--- src/rtl/bkp_win_pkg.sv ---
package bkp_win_pkg;
  localparam int TYPE_W   = 16;
  localparam int OFF_TYPE = 'h000;
  localparam int OFF_CSR  = 'h004;
  localparam int OFF_STAT = 'h0F4;
  localparam logic [31:0] STAT_VAL = 32'h0000_FFFF;
endpackage

--- src/rtl/bkp_addr_split.sv ---
module bkp_addr_split #(
  parameter int NODE_W   = 4,
  parameter int OFF_W    = 13,
  parameter int MAX_NODE = 3
) (
  input  logic [NODE_W+OFF_W-1:0] addr_i,
  output logic [NODE_W-1:0]       node_o,
  output logic [OFF_W-1:0]        off_o,
  output logic                    present_o
);
  localparam logic [NODE_W-1:0] MAX_N = NODE_W'(MAX_NODE);

  assign node_o    = addr_i[NODE_W+OFF_W-1:OFF_W];
  assign off_o     = addr_i[OFF_W-1:0];
  assign present_o = (node_o <= MAX_N);
endmodule

--- src/rtl/bkp_csr_bank.sv ---
module bkp_csr_bank #(
  parameter int NODES    = 16,
  parameter int NODE_W   = 4,
  parameter int HI_W     = 28,
  parameter int MAX_NODE = 3
) (
  input  logic                        clk_i,
  input  logic                        rst_ni,
  input  logic                        wr_en_i,
  input  logic [NODE_W-1:0]           wr_node_i,
  input  logic [HI_W-1:0]             wr_hi_i,
  output logic [NODES-1:0][HI_W-1:0]  hi_o
);
  for (genvar n = 0; n < NODES; n++) begin : g_node
    if (n <= MAX_NODE) begin : g_live
      logic [HI_W-1:0] hi_q;
      logic            hit;
      assign hit = wr_en_i && (wr_node_i == NODE_W'(n));
      always_ff @(posedge clk_i or negedge rst_ni) begin
        if (!rst_ni)  hi_q <= '0;
        else if (hit) hi_q <= wr_hi_i;
      end
      assign hi_o[n] = hi_q;

      // register moves only on a write aimed at this node
      a_r5_hold: assert property (@(posedge clk_i) disable iff (!rst_ni)
        !(wr_en_i && wr_node_i == NODE_W'(n)) |=> $stable(hi_o[n]));
    end else begin : g_dead
      assign hi_o[n] = '0;
    end
  end
endmodule

--- src/rtl/bkp_node_window.sv ---
module bkp_node_window
  import bkp_win_pkg::*;
#(
  parameter int NODES     = 16,
  parameter int WIN_BYTES = 'h2000,
  parameter int DATA_W    = 32,
  parameter int MAX_NODE  = 3,
  parameter logic [NODES*TYPE_W-1:0] NODE_TYPES =
    {{12{16'h0000}}, 16'h0000, 16'h0102, 16'h010E, 16'h0000},
  localparam int NODE_W = $clog2(NODES),
  localparam int OFF_W  = $clog2(WIN_BYTES),
  localparam int ADDR_W = NODE_W + OFF_W
) (
  input  logic              clk_i,
  input  logic              rst_ni,
  input  logic              req_i,
  input  logic              we_i,
  input  logic [ADDR_W-1:0] addr_i,
  input  logic [DATA_W-1:0] wdata_i,
  output logic              ack_o,
  output logic              err_o,
  output logic [DATA_W-1:0] rdata_o
);
  localparam int HI_W = DATA_W - NODE_W;
  localparam logic [OFF_W-1:0] O_TYPE = OFF_W'(OFF_TYPE);
  localparam logic [OFF_W-1:0] O_CSR  = OFF_W'(OFF_CSR);
  localparam logic [OFF_W-1:0] O_STAT = OFF_W'(OFF_STAT);

  logic [NODE_W-1:0]           node;
  logic [OFF_W-1:0]            off;
  logic                        present;
  logic [NODES-1:0][HI_W-1:0]  csr_hi;
  logic                        csr_wr;
  logic [DATA_W-1:0]           rd_d;
  logic [TYPE_W-1:0]           type_code;

  bkp_addr_split #(.NODE_W(NODE_W), .OFF_W(OFF_W), .MAX_NODE(MAX_NODE)) u_split (
    .addr_i    (addr_i),
    .node_o    (node),
    .off_o     (off),
    .present_o (present)
  );

  assign csr_wr = req_i && we_i && present && (off == O_CSR);

  bkp_csr_bank #(.NODES(NODES), .NODE_W(NODE_W), .HI_W(HI_W), .MAX_NODE(MAX_NODE)) u_bank (
    .clk_i     (clk_i),
    .rst_ni    (rst_ni),
    .wr_en_i   (csr_wr),
    .wr_node_i (node),
    .wr_hi_i   (wdata_i[DATA_W-1:NODE_W]),
    .hi_o      (csr_hi)
  );

  assign type_code = NODE_TYPES[node*TYPE_W +: TYPE_W];

  always_comb begin
    rd_d = '0;
    if (present && !we_i) begin
      unique case (off)
        O_TYPE:  rd_d = DATA_W'(type_code);
        O_CSR:   rd_d = {csr_hi[node], node};
        O_STAT:  rd_d = DATA_W'(STAT_VAL);
        default: rd_d = '0;
      endcase
    end
  end

  always_ff @(posedge clk_i or negedge rst_ni) begin
    if (!rst_ni) begin
      ack_o   <= 1'b0;
      err_o   <= 1'b0;
      rdata_o <= '0;
    end else begin
      ack_o   <= req_i && present;
      err_o   <= req_i && !present;
      rdata_o <= req_i ? rd_d : '0;
    end
  end

  a_r9_exclusive: assert property (@(posedge clk_i) disable iff (!rst_ni)
    !(ack_o && err_o));
  a_r9_answer: assert property (@(posedge clk_i) disable iff (!rst_ni)
    req_i |=> (ack_o || err_o));
  a_r9_quiet: assert property (@(posedge clk_i) disable iff (!rst_ni)
    !req_i |=> !(ack_o || err_o));
  a_r6_absent: assert property (@(posedge clk_i) disable iff (!rst_ni)
    (req_i && addr_i[ADDR_W-1:OFF_W] > NODE_W'(MAX_NODE)) |=> (err_o && rdata_o == '0));
  a_r4_node_id: assert property (@(posedge clk_i) disable iff (!rst_ni)
    (req_i && !we_i && present && off == O_CSR) |=>
      (rdata_o[NODE_W-1:0] == $past(addr_i[ADDR_W-1:OFF_W])));
  a_r7_status: assert property (@(posedge clk_i) disable iff (!rst_ni)
    (req_i && !we_i && present && addr_i[OFF_W-1:0] == O_STAT) |=>
      (ack_o && rdata_o == DATA_W'(STAT_VAL)));
endmodule

--- config.mk ---
export PLATFORM = sky130hd
export DESIGN_NAME = bkp_node_window
export DESIGN_NICKNAME = d
export VERILOG_FILES = /design/src/rtl/bkp_win_pkg.sv /design/src/rtl/bkp_addr_split.sv /design/src/rtl/bkp_csr_bank.sv /design/src/rtl/bkp_node_window.sv
export SDC_FILE = /design/constraint.sdc
export NUM_CORES = 1
export LEC_CHECK = 0
export ABC_AREA = 1
export BUFFER_PORTS_ARGS = -buffer_cell sky130_fd_sc_hd__buf_4
export CAP_MARGIN = 20
export CORE_UTILIZATION = 50
export DETAILED_ROUTE_END_ITERATION = 6
export PLACE_DENSITY = 0.79
export SYNTH_ARGS = -nofsm -noshare
export SYNTH_HDL_FRONTEND = slang
export SYNTH_SLANG_ARGS = --single-unit
--- constraint.sdc ---
create_clock -name clk_i -period 1.3 [get_ports clk_i]
set_input_delay 0.195 -clock clk_i [delete_from_list [all_inputs] [get_ports clk_i]]
set_output_delay 0.195 -clock clk_i [all_outputs]
set_load 0.02 [all_outputs]
==> impl_metrics.sql <==
INSERT INTO impl_metrics (metric_group, metric, value, unit) VALUES
('run_status', 'result_of_the_run', 'completed', ''),
('critical_path', 'worst_path_buf_inv', '1', ''),
('logic_synthesis', 'synth.avg_cell_area', '8.36', 'um^2'),
('timing', 'slew-limit-headroom', '74.3', '%'),
('power_and_ir_drop', 'clockPowerShare', '48.6', '%'),
('global_route', 'grt_pass1_vias', '5654', ''),
('critical_path', 'arrival', '0.96', 'ns'),
('placement', 'dpl-instance-area', '0.00765', 'mm^2'),
('detailed_routing', 'drt_first_iter_violations', '367', ''),
('detailed_routing', 'detail_route.vias_per_cell', '5.29', ''),
('logic_synthesis', 'unique_cell_type_count_in_the_yosys_netlist', '27', ''),
('logic_synthesis', 'synth.net_count', '853', ''),
('placement', 'routabilityCongestion', '0.826', ''),
('detailed_routing', 'wl_per_cell', '15.2', 'um'),
('floorplanning', 'horizontal_die_dimension', '117', 'um'),
('clock_tree', 'ctsRootBufferMaster', 'clkbuf_16', ''),
('job', 'max_cap_check_violation_count', '0', ''),
('final_layout', 'fill_cells', '1028', ''),
('clock_tree', 'cts.sinks', '146', ''),
('timing', 'fin_hold_ws', '0.0200', 'ns'),
('final_layout', 'most-common-layout-cells', '286 x nand2_1, 146 x dfrtp_1, 114 x buf_4', ''),
('logic_synthesis', 'postSynthRegisterBits', '146', ''),
('final_layout', 'multi_input_area', '0.00253', 'mm^2'),
('timing', 'maxSlewViolCount', '0', ''),
('final_layout', 'ff_latch_area', '0.00365', 'mm^2'),
('clock_tree', 'cts_htree_levels', '4', ''),
('final_layout', 'finish.net_count', '948', ''),
('floorplanning', 'fp.dieH', '117', 'um'),
('critical_path', 'setup.worst_path.class', 'reg -> out', ''),
('logic_synthesis', 'netlist_area', '0.00666', 'mm^2'),
('floorplanning', 'die-area', '0.0138', 'mm^2'),
('placement', 'detailed_place_hpwl', '10500', 'um'),
('floorplanning', 'core', '0.0128', 'mm^2'),
('power_and_ir_drop', 'p_int', '7.78', 'mW'),
('clock_tree', 'ctsResizeCount', '0', ''),
('final_layout', 'final_cell_area', '0.00826', 'mm^2'),
('critical_path', 'timing.critical_path.required', '1.11', 'ns'),
('final_layout', 'area_growth_syn_to_layout', '24.2', '%'),
('timing', 'max_freq', '865', 'MHz'),
('clock_tree', 'clkSlewWorstSetupHoldPaths', '0.06', 'ns'),
('timing', 'rsz0062_at_grt', 'false', ''),
('power_and_ir_drop', 'seqPwrFrac', '45.2', '%'),
('floorplanning', 'start_util', '52.1', '%'),
('critical_path', 'cpLargestDelayFamily', 'flip-flops', ''),
('logic_synthesis', 'post_synth_inst_count', '796', ''),
('critical_path', 'regToRegStartpoint', 'u_bank.g_node[1].g_live.hi_q[4]', ''),
('detailed_routing', 'number_of_design_rule_violations_left_after_detail_routing', '0', ''),
('global_route', 'grt_max_degree', '54', ''),
('global_route', 'grt-ovfl-total', '0', ''),
('power_and_ir_drop', 'leakage_dissipation', '4.44', 'nW'),
('clock_tree', 'cts_setup_buffers', '0', ''),
('placement', 'io_buffer_count', '82', ''),
('global_route', 'first_pass_grt_wire_length', '27400', 'um'),
('logic_synthesis', 'yosysSeqAreaShare', '54.9', '%'),
('floorplanning', 'placementRows', '41', ''),
('detailed_routing', 'drt.antenna.violating_nets', '0', ''),
('clock_tree', 'cts_tree', 'done', ''),
('power_and_ir_drop', 'power.combinational.fraction', '6.2', '%'),
('power_and_ir_drop', 'vdd.ir_drop.worst', '0.000732', 'V'),
('critical_path', 'worstPathCellList', 'buf_4', ''),
('final_layout', 'mostFrequentLayoutCell', 'nand2_1', ''),
('global_route', 'grt_usage', '25.1', '%'),
('final_layout', 'drive_above_1_share', '19.5', '%'),
('power_and_ir_drop', 'power_density', '1220', 'mW/mm^2'),
('timing', 'worst_slew_pin_slew', '0.385', 'ns'),
('power_and_ir_drop', 'switching_share', '22.7', '%'),
('final_layout', 'antenna_cells_inserted', '0', ''),
('detailed_routing', 'detailedRoute.firstPassIterationCount', '7', ''),
('detailed_routing', 'route.vias.total', '5697', ''),
('timing', 'hold_violations', '0', ''),
('power_and_ir_drop', 'switching_power', '2.28', 'mW');
==> registers in the layout (all words and copies together) (netlist names) <==
name                       count
u_bank.g_node.g_live.hi_q    112
rdata_o                       32
err_o                          1
ack_o                          1
==> per-layer routing <==
layer  GRT usage [%]  up-vias  routed length [um]
li1                -     2749                   -
met1            32.8     2730                7170
met2            40.8      193                7840
met3            6.08       25                1050
met4            9.09        0                 282
met5               0        -                   0
==> power groups by stage <==
stage	registers, mW	logic [mW]	clock network (mW)
final	4.55	0.622	4.89
after global routing	4.55	0.686	5.12
after CTS	4.55	0.626	4.94
after detailed placement	4.63	0.620	0
after global placement	4.63	0.614	0
after floorplan	4.64	0.229	0
==> tightest hold or removal path: stages <==
cell	delay [ns]
buf_4	0.10
nand3_1	0.07
nand2_1	0.06
==> Yosys cell counts <==
cell type / number / area [um^2]
nor2_8: 1 / 20.0
a21oi_1: 15 / 75.1
nand4_1: 1 / 6.26
nand2_4: 3 / 33.8
buf_4: 4 / 30.0
inv_4: 1 / 6.26
dfrtp_1: 146 / 3650
o31ai_1: 1 / 7.51
inv_1: 44 / 165
ha_1: 4 / 50.1
a32o_1: 15 / 150
buf_6: 6 / 67.6
nor2_1: 63 / 236
nand3_1: 89 / 445
nand3_4: 1 / 17.5
clkbuf_1: 14 / 52.6
buf_8: 1 / 15.0
o21ai_0: 38 / 190
buf_2: 22 / 110
buf_1: 3 / 11.3
nor2_2: 2 / 12.5
o22ai_1: 12 / 75.1
nor2_4: 5 / 56.3
or2_4: 1 / 8.76
nand2_1: 286 / 1070
o21ai_1: 14 / 70.1
inv_2: 4 / 15.0
==> area by class of cell <==
type | instances | share of cell area (%)
repair buffers | 126 | 13.0
flip-flops and latches | 146 | 44.2
inverters | 49 | 2.29
multi-input cells | 551 | 30.6
clock inverters | 11 | 1.56
clock buffers | 21 | 5.69
well taps | 172 | 2.60
==> through the flow <==
stage	std cells	total power, mW	setup slack (ns)	utilization (%)	setup TNS, ns
floorplan	796	4.87	0.00169	-	0
global placement	1043	5.24	-0.225	59.9	-20.81
detailed placement	1043	5.25	-0.276	59.9	-25.19
CTS	1076	10.1	0.129	64.7	0
global route	1076	10.4	0.00279	64.7	0
finish	1076	10.1	0.144	64.7	0
==> worst max path at each step <==
stage	startpoint	endpoint	slack, ns	cells past startpoint
3_5_place_dp	addr_i[1]	u_bank.g_node[3].g_live.hi_q[16]	-0.28	9
5_1_grt	addr_i[1]	u_bank.g_node[2].g_live.hi_q[15]	0.003	9
2_1_floorplan	addr_i[9]	u_bank.g_node[1].g_live.hi_q[5]	0.002	7
4_1_cts	rdata_o[8]	rdata_o[8]	0.13	1
3_3_place_gp	addr_i[1]	u_bank.g_node[2].g_live.hi_q[27]	-0.22	9
6_report	rdata_o[8]	rdata_o[8]	0.14	1
==> repair_timing <==
item	4_1_cts	5_1_grt
hold buffers	1	0
endpoints found under the hold margin	146	0
endpoints found under the setup margin	0	0
==> cells by family (layout without fill, tap and decap cells) <==
family,count (synthesis),after routing,share of synthesized area (%)
flip-flops,146,146,54.9
adder cells (fa/ha/maj),4,4,0.752
AO/OA/AOI/OAI,95,95,8.54
buffers and inverters,99,207,7.11
AND/OR/NAND/NOR,452,452,28.7
Note: power is estimated with default switching activity, not from simulation.
